`config.mk`:
```
export PLATFORM = sky130hd
export DESIGN_NAME = frame_pop_seq
export DESIGN_NICKNAME = d
export VERILOG_FILES = /design/src/rtl/frame_pop_seq.sv
export SDC_FILE = /design/constraint.sdc
export NUM_CORES = 2
export LEC_CHECK = 0
export BUFFER_PORTS_ARGS = -buffer_cell sky130_fd_sc_hd__buf_2
export CAP_MARGIN = 20
export CORE_ASPECT_RATIO = 1.4
export CORE_MARGIN = 5
export CORE_UTILIZATION = 25
export DETAILED_ROUTE_END_ITERATION = 10
export SLEW_MARGIN = 30
export SYNTH_ARGS = -nofsm -noshare
export SYNTH_HDL_FRONTEND = slang
export SYNTH_SLANG_ARGS = --single-unit
```
`constraint.sdc`:
```
create_clock -name clk -period 13.4 [get_ports clk]
set_clock_uncertainty 0.2 [all_clocks]
set_input_delay 1.34 -clock clk [delete_from_list [all_inputs] [get_ports clk]]
set_output_delay 1.34 -clock clk [all_outputs]
set_load 0.02 [all_outputs]
```
`src/rtl/frame_pop_seq.sv`:
```
module frame_pop_seq #(
  parameter int AW        = 32,
  parameter int PW        = 32,
  parameter int CW        = 8,
  parameter int FW        = 8,
  parameter int XW        = 16,
  parameter int MAX_PAGES = 4,
  parameter int GPR_BYTES = 184
) (
  input  logic                    clk,
  input  logic                    rst_n,
  input  logic                    start_i,
  input  logic [CW-1:0]           cssa_i,
  input  logic [AW-1:0]           enc_base_i,
  input  logic [AW-1:0]           ssa_ofs_i,
  input  logic [AW-1:0]           cet_ofs_i,
  input  logic [FW-1:0]           frame_pages_i,
  input  logic [XW-1:0]           xsave_bytes_i,
  input  logic                    mode64_i,
  input  logic [AW-1:0]           ds_limit_i,
  input  logic                    cet_present_i,
  input  logic                    shstk_en_i,
  input  logic                    ibt_en_i,
  output logic                    val_req_o,
  output logic [AW-1:0]           val_addr_o,
  output logic                    val_shadow_o,
  input  logic                    val_ack_i,
  input  logic                    val_ok_i,
  input  logic [PW-13:0]          val_ppn_i,
  output logic                    busy_o,
  output logic                    done_o,
  output logic [1:0]              fault_o,
  output logic [AW-1:0]           fault_addr_o,
  output logic                    cssa_we_o,
  output logic [CW-1:0]           cssa_new_o,
  output logic [PW-1:0]           gpr_pa_o,
  output logic [MAX_PAGES*PW-1:0] xsave_pa_o,
  output logic [XW-12:0]          xsave_npages_o,
  output logic [PW-1:0]           cet_pa_o,
  output logic                    cet_pa_vld_o
);

  localparam int IW = (MAX_PAGES > 1) ? $clog2(MAX_PAGES) : 1;
  localparam int NW = XW - 11;
  localparam int MW = CW + FW;
  localparam logic [1:0] F_NONE = 2'd0;
  localparam logic [1:0] F_GP   = 2'd1;
  localparam logic [1:0] F_PF   = 2'd2;

  typedef enum logic [1:0] {S_IDLE, S_WALK, S_GPR, S_CET} st_t;

  st_t            st;
  logic [IW-1:0]  idx;
  logic [NW-1:0]  npg_q;
  logic [AW-1:0]  frame_q, gpr_q, gend_q, cet_q, dslim_q;
  logic [CW-1:0]  cssa_q;
  logic           mode64_q, cet_on_q;
  logic [PW-1:0]  tmp_q [MAX_PAGES];
  logic [PW-1:0]  gtmp_q;

  wire [CW-1:0] cssa_m1 = cssa_i - 1'b1;
  wire [MW-1:0] fidx    = MW'(cssa_m1) * MW'(frame_pages_i);
  wire [AW-1:0] frame_a = ssa_ofs_i + enc_base_i + AW'({fidx, 12'h000});
  wire [AW-1:0] fsize   = AW'({frame_pages_i, 12'h000});
  wire [AW-1:0] cet_a   = cet_ofs_i + enc_base_i + AW'({cssa_m1, 4'h0});
  wire [XW:0]   xs_sum  = {1'b0, xsave_bytes_i} + (XW+1)'(4095);
  wire [NW-1:0] np_raw  = NW'(xs_sum >> 12);
  wire [NW-1:0] np      = (np_raw == '0) ? NW'(1) : np_raw;
  wire          too_many = 32'(np) > MAX_PAGES;

  wire accept   = (st == S_IDLE) && start_i;
  wire ack_ok   = val_ack_i && val_ok_i;
  wire seg_bad  = !mode64_q && (gend_q > dslim_q);
  wire last_pg  = (32'(idx) + 1) == 32'(npg_q);
  wire [PW-1:0] pa_now = {val_ppn_i, val_addr_o[11:0]};

  wire gp_now = (accept && cssa_i == '0) ||
                (st == S_GPR && ack_ok && seg_bad);
  wire pf_now = (accept && cssa_i != '0 && too_many) ||
                (st != S_IDLE && val_ack_i && !val_ok_i);
  wire commit = (st == S_GPR && ack_ok && !seg_bad && !cet_on_q) ||
                (st == S_CET && ack_ok);

  logic [AW-1:0] faddr;
  always_comb begin
    if (st == S_IDLE)     faddr = (cssa_i == '0) ? '0 : frame_a;
    else if (st == S_GPR && val_ok_i) faddr = gpr_q;
    else                  faddr = val_addr_o;
  end

  assign busy_o       = st != S_IDLE;
  assign val_req_o    = st != S_IDLE;
  assign val_shadow_o = st == S_CET;

  always_comb begin
    case (st)
      S_WALK:  val_addr_o = frame_q + AW'({idx, 12'h000});
      S_GPR:   val_addr_o = gpr_q;
      S_CET:   val_addr_o = {cet_q[AW-1:12], 12'h000};
      default: val_addr_o = '0;
    endcase
  end

  always_ff @(posedge clk) begin
    if (!rst_n) begin
      st       <= S_IDLE;
      idx      <= '0;
      npg_q    <= '0;
      frame_q  <= '0;
      gpr_q    <= '0;
      gend_q   <= '0;
      cet_q    <= '0;
      dslim_q  <= '0;
      cssa_q   <= '0;
      mode64_q <= 1'b0;
      cet_on_q <= 1'b0;
      gtmp_q   <= '0;
      for (int i = 0; i < MAX_PAGES; i++) tmp_q[i] <= '0;
      done_o       <= 1'b0;
      fault_o      <= F_NONE;
      fault_addr_o <= '0;
    end else begin
      done_o       <= gp_now || pf_now || commit;
      fault_o      <= gp_now ? F_GP : (pf_now ? F_PF : F_NONE);
      fault_addr_o <= (gp_now || pf_now) ? faddr : '0;
      case (st)
        S_IDLE: if (start_i) begin
          frame_q  <= frame_a;
          gpr_q    <= frame_a + fsize - AW'(GPR_BYTES);
          gend_q   <= frame_a + fsize - AW'(1);
          cet_q    <= cet_a;
          dslim_q  <= ds_limit_i;
          cssa_q   <= cssa_i;
          mode64_q <= mode64_i;
          cet_on_q <= cet_present_i && (shstk_en_i || ibt_en_i);
          npg_q    <= np;
          idx      <= '0;
          if (cssa_i != '0 && !too_many) st <= S_WALK;
        end
        S_WALK: if (val_ack_i) begin
          if (!val_ok_i) st <= S_IDLE;
          else begin
            tmp_q[idx] <= pa_now;
            if (last_pg) st <= S_GPR;
            else idx <= idx + 1'b1;
          end
        end
        S_GPR: if (val_ack_i) begin
          gtmp_q <= pa_now;
          if (!val_ok_i || seg_bad || !cet_on_q) st <= S_IDLE;
          else st <= S_CET;
        end
        S_CET: if (val_ack_i) st <= S_IDLE;
        default: st <= S_IDLE;
      endcase
    end
  end

  always_ff @(posedge clk) begin
    if (!rst_n) begin
      cssa_we_o      <= 1'b0;
      cssa_new_o     <= '0;
      gpr_pa_o       <= '0;
      xsave_pa_o     <= '0;
      xsave_npages_o <= '0;
      cet_pa_o       <= '0;
      cet_pa_vld_o   <= 1'b0;
    end else begin
      cssa_we_o <= commit;
      if (commit) begin
        cssa_new_o     <= cssa_q - 1'b1;
        gpr_pa_o       <= (st == S_GPR) ? pa_now : gtmp_q;
        xsave_npages_o <= npg_q;
        cet_pa_vld_o   <= cet_on_q;
        for (int i = 0; i < MAX_PAGES; i++)
          xsave_pa_o[i*PW +: PW] <= (i < int'(npg_q)) ? tmp_q[i] : '0;
        if (st == S_CET) cet_pa_o <= {val_ppn_i, cet_q[11:0]};
      end
    end
  end

  p_zero_gp_r1: assert property (@(posedge clk) disable iff (!rst_n)
    (start_i && !busy_o && cssa_i == '0) |=> (done_o && fault_o == F_GP && !cssa_we_o));

  p_req_hold_r3: assert property (@(posedge clk) disable iff (!rst_n)
    (val_req_o && !val_ack_i) |=> (val_req_o && $stable(val_addr_o)));

  p_shadow_gate_r6: assert property (@(posedge clk) disable iff (!rst_n)
    (val_req_o && val_shadow_o) |-> cet_on_q);

  p_commit_clean_r7: assert property (@(posedge clk) disable iff (!rst_n)
    cssa_we_o |-> (done_o && fault_o == F_NONE));

  p_fault_nocommit_r8: assert property (@(posedge clk) disable iff (!rst_n)
    (done_o && fault_o != F_NONE) |-> !cssa_we_o);

  p_pa_stable_r8: assert property (@(posedge clk) disable iff (!rst_n)
    !cssa_we_o |-> ($stable(gpr_pa_o) && $stable(xsave_pa_o) && $stable(cet_pa_o)));

  p_done_pulse_r10: assert property (@(posedge clk) disable iff (!rst_n)
    done_o |=> !done_o);

endmodule

```
Yosys cells after proc, flatten, opt, wreduce, memory -nomap -nowiden
Memories as Yosys holds them, arrays and structs flattened.
Index checks and enable logic that the tools add are counted.
- register bits: 453
- memory bits (writable): 128
- output and inout bits: 277
- word-level logic and storage cells: 135
- memories: 1
- add/sub/neg operators: 13
- order comparisons: 6
- mux-type cells: 35
- $mul: 1
- reduce and logical (&&, ||, !) cells: 43
- bitwise gates (word level): 1
- equality and inequality tests: 12
- memories (name ; depth ; width ; rd ports ; clocked after memory_dff ; write ports ; line ; text):
    tmp_q ; 4 ; 32 ; 4 ; 0 ; 4 ; 58 ; logic [PW-1:0] tmp_q [MAX_PAGES];
- operators with widths (operator ; number):
    two-way mux 32 bit ; 9
    case mux 32 bit (3 select lines) ; 1
    adder 32 bit ; 2
    adder 32 x 12 -> 32 bit ; 1
    adder 32 x 14 -> 32 bit ; 1
    adder 32 x 20 -> 32 bit ; 1
    adder 32 x 28 -> 32 bit ; 1
    greater-than comparator 32 bit ; 1
    OR reduction 32 bit ; 1
    subtractor 32 x 1 -> 32 bit, second input constant ; 1
    subtractor 32 x 8 -> 32 bit, second input constant ; 1
    two-way mux 2 bit ; 14
    adder 16 x 12 -> 17 bit, second input constant ; 1
    logical AND 1 bit ; 16
    multiplier 8 x 8 -> 16 bit ; 1
    subtractor 8 x 1 -> 8 bit, second input constant ; 2
    less-than comparator 1 x 5 -> 1 bit, first input constant ; 2
    less-than comparator 2 x 5 -> 1 bit, first input constant ; 2
    inequality test 2 bit, second input constant ; 5
    logical NOT 8 bit ; 1
    logical OR 1 bit ; 8
    two-way mux 1 bit ; 8
    case mux 2 bit (4 select lines) ; 1
    AND reduction 2 bit ; 4
    19 further kinds ; 26

Logic depth before layout (Yosys ltp)
- word-level depth: 9
- gate-level depth with buffers: 41
- mapped depth without buffers: 39

Least setup slack after synthesis
Ideal clock, no wire load.
- kind: input to register
- start point: input port cssa_i[0]
- end point: register gend_q[31]
- data arrival time: 9329 ps
- slack: 3741 ps
- data required time: 13070 ps
- cell stages on the path: 40
- buffers on the path: 2
- cells stage by stage: clkbuf_1 > inv_1 > ha_1 > inv_1 > nor3_1 > xor2_1 > nand2_1 > fa_1 > fa_1 > inv_1 > fa_1 > inv_1 > fa_1 > inv_1 > ha_1 > a21oi_1 > o21bai_1 > a21oi_1 > (+4 left out) > a21oi_1 > xor2_1 > fa_1 > inv_1 > ha_1 > o21a_1 > nor2_1 > nor2b_1 > o21ai_0 > o22ai_1 > a311o_1 > or2_2 > clkbuf_1 > a2111o_1 > o41ai_2 > o211ai_1 > o21ai_1 > o311ai_1
- longest elaborated chain between the ends: 5
- ends and longest elaborated chain (element ; line ; text):
    start, declared ; 13 ; input logic [CW-1:0] cssa_i,
    subtractor 8 x 1 -> 8 bit ; 61 ; wire [CW-1:0] cssa_m1 = cssa_i - 1'b1;
    multiplier 8 x 8 -> 16 bit ; 62 ; wire [MW-1:0] fidx = MW'(cssa_m1) * MW'(frame_pages_i);
    adder 32 x 28 -> 32 bit ; 63 ; wire [AW-1:0] frame_a = ssa_ofs_i + enc_base_i + AW'({fidx, 12'h000});
    adder 32 x 20 -> 32 bit ; 130 ; gend_q <= frame_a + fsize - AW'(1);
    subtractor 32 x 1 -> 32 bit ; 130 ;
    end signal, assigned ; 130 ;
    end, declared ; 55 ; logic [AW-1:0] frame_q, gpr_q, gend_q, cet_q, dslim_q;
No other way between the ends.
A chain may end at the register's enable or synchronous reset.

Worst setup path after layout
Same ends and word-level chain as after synthesis.

==> metrics.txt <==
worst reg2reg path depth=15; Synth Area in Compound Gates=a little over an eighth; Worst Hold Depth=2; CP Capture Type=register; clk root buf=clkbuf_16; Die H=~430 um; setup_tns=0 ps; Worst-Margin Slew=993 ps; Hold Crit Start=cet_q[9]$_SDFFE_PN0P_; flop2flop setup slack=7440 ps; Distinct cells, synth=87; final hold vios=0; xor and xnor area share after synthesis=4.48%; Period minus WS final=about 10000 ps; GRT Overall Usage=17.8%; GR Util met3=3.45%; Mapped Area=~31000 um2; Min-Delay Path Class=reg2reg; outcome=complete, no violations; NetSw=3.82 mW; largest family of logic cells by synthesized area=simple AND/OR/NAND/NOR gates; max cap viols=0; DR pass1 iterations=5; post-synth top area cell=dfxtp_1; Worst Hold End=cet_pa_o[9]$_SDFFE_PN0P_; drt drc=0; CTS Buf Count=67; Hold Buf Count CTS=0; antenna violations before repair=40; Die X-Extent=between 300 and 400 um; CTS tree=built; Slew Viols, Final=0; largest net degree at the start of global routing=97; full die area=132000 um2; most used routing layer=met2; Leak=15.5 nW; CP top delay family=adder cells; Starting DRT DRC Count=1850; final wirelength=122000 um; routability cong.=0.898; postcts setup bufs=0; top post-synthesis cells by count=nand2_1, dfxtp_1, a21oi_1, nor2_1, inv_1; r2r endpoint=xsave_pa_o[8]$_SDFFE_PN0P_; area post-placement=35200 um2; Post-CTS Resized=0; Multi-input gate area=16800 um2; Syn Inst Count=3503; Cell Int Power=roughly 4.7 mW; ratio of cells with drive above 1 in the final layout=17.9%; post-route cell area=37400 um2; Pwr Density=roughly 230 nW/um2; Tcrit/Tclk final=75.7%; warning count from the yosys run=0; Clk pin slew, worst setup/hold paths=approximately 60 ps; reg2reg start=dslim_q[30]$_SDFFE_PN0P_; total power=8.56 mW; Peak Freq=98.6 MHz; ys async rst share=0%; Layout fillers=13099; Critical Path Start=cssa_i[0]; Comb power frac=54.5%; area delta synth->final=20.4%; top cells by area, synth=dfxtp_1, edfxtp_1, nand2_1, ha_1, mux2i_1; flops & latches, synth=just under 600; Syn Nets=3940; Crit path arrival time=between 10000 and 15000 ps; WL/cell=21.8 um; DR vias/cell=4.77; FF/Latch Area=12900 um2; number of enable flip-flop cells after synthesis=about 130; crit start category=input pin; vias in the first global route=26165; via count=26627; CTS Buffer Depth=3; Seq/Total Area, Yosys=approximately two fifths; Final #Nets=4335; grt met2 use=a little under a third; switching portion of total power=between 40% and 50%; Post-Synth Adder-Cell Area=a little under an eighth; Boundary Pins=466; CORE AREA=around 120000 um2; most frequent cell after synthesis=nand2_1; first-pass GRT wire length=174000 um; # rows=roughly 150; post-synthesis average cell area=8.88 um2; grt ovf=0; Buf+Inv Stages, Crit Path=7; hpwl dp=93300 um; sequential power share=23.4%; worst hold margin=248 ps; RSZ-0062 raised after global routing=false; Synth top area share=29.0%; clk_lat worst skew=630 ps; Final setup violation count=0; Slew headroom=33.8%; clk sinks=approximately 580; H-tree lvl count=3; met1 Use GR=between 20% and 30%; Critical-path top delay cell=xor2_1; Routed Antenna Nets=0; Max VDD drop=0.283 mV; clock group share of total power=22.1%; Critical Path Fanout Max=11; mux contribution to synthesized area=roughly 6.2%; most frequent CP cell=inv_1; Worst EP required=13700 ps; IO Port Bufs=465; Initial Utilization=25.1%; Crit Path Category=in2reg; simple-gate area share of the yosys netlist=a little under a fifth; crit-path max cell delay=660 ps; Synth Flop Type=dfxtp_1
[worst max-delay path by stage]
stage | to | slack, ps | cells after the start
floorplan | gend_q[31]$_SDFFE_PN0P_ | 3740 | 40
global placement | gpr_q[30]$_SDFFE_PN0P_ | 2840 | 38
detailed placement | gpr_q[30]$_SDFFE_PN0P_ | 2710 | 38
CTS | gpr_q[30]$_SDFFE_PN0P_ | 3340 | 38
global route | gpr_q[30]$_SDFFE_PN0P_ | 2540 | 38
finish | gend_q[31]$_SDFFE_PN0P_ | 3260 | 38
[power groups by stage]
stage / clock network (mW) / registers, mW / logic, mW
4_1_cts: 1.95 / 2.00 / 4.65
6_report: 1.90 / 2.00 / 4.66
3_5_place_dp: 0 / 2.04 / 4.62
2_1_floorplan: 0 / 2.02 / 3.49
3_3_place_gp: 0 / 2.04 / 4.57
5_1_grt: 2.02 / 2.02 / 5.12
[layer usage]
metal | routed length [um] | vias to the layer above
met5 | 49 | -
met4 | 4470 | 8
met3 | 8150 | 234
met2 | 60200 | 899
met1 | 48800 | 12782
li1 | - | 12704
[worst min-delay path: stages (launching register included)]
cell and delay (ps):
dfxtp_1 310, nand2_1 60, a21oi_1 50
[through the flow]
step / utilization (%) / cells / worst slack [ps]
global route: 30.2 / 5580 / 2540
floorplan: - / 3503 / 3740
global placement: 28.4 / 5456 / 2840
CTS: 30.2 / 5577 / 3340
finish: 30.2 / 5586 / 3260
detailed placement: 28.4 / 5456 / 2710
[final cells by class]
| type | instances | share of cell area (%) |
|---|---|---|
| Antenna cell | 9 | 0.0601 |
| Clock buffer | 90 | 4.92 |
| Clock inverter | 31 | 1.05 |
| Inverter | 200 | 2.02 |
| Multi-Input combinational cell | 2530 | 44.8 |
| Sequential cell | 578 | 34.3 |
| Tap cell | 1627 | 5.44 |
| Timing Repair Buffer | 521 | 7.38 |
[sequential cells by signal, summed over array words and instances, names as in the netlist, 2 cells and up]
register        cells
cet_q              32
xsave_npages_o      5
gtmp_q             32
cssa_new_o          8
fault_o             2
fault_addr_o       32
idx                 2
st                  2
npg_q               5
cet_pa_o           32
xsave_pa_o        128
gend_q             32
cssa_q              8
gpr_q              29
tmp_q             128
frame_q            32
dslim_q            32
gpr_pa_o           32
[kinds of logic after synthesis]
| kind of cell | after synthesis |
|---|---|
| XOR/XNOR | 157 |
| adder cells (fa/ha/maj) | 248 |
| multiplexers | 191 |
| flip-flops | 578 |
| buffers and inverters | 395 |
| AND/OR/NAND/NOR | 1274 |
| AO/OA/AOI/OAI | 660 |
[layout by cell type, fill, tap and decap left out, types with 12 or more instances in the layout]
cell       netlist  routed
a211oi_1        96      96
a21o_1          46      45
a21oi_1        312     311
and2_1          92      89
and3_1          35      34
buf_2           13     464
buf_4            3      53
clkbuf_1       164      15
clkbuf_16        0      67
dfxtp_1        450     450
edfxtp_1       128     128
fa_1            64      64
ha_1           184     184
inv_1          199     198
mux2_2          22      22
mux2i_1        168     168
nand2_1        693     690
nand2b_1        22      22
nand3_1         46      46
nand4_1         31      31
nor2_1         213     209
nor2b_1         46      44
nor3_1          30      30
nor4_1          12      12
o211ai_1        12      12
o21a_1          16      16
o21ai_0         67      66
o21ai_1         14      13
o21bai_1        19      19
or3_1           14      14
xnor2_1        101     100
xor2_1          55      55
Power figures use the tool's default switching activity.
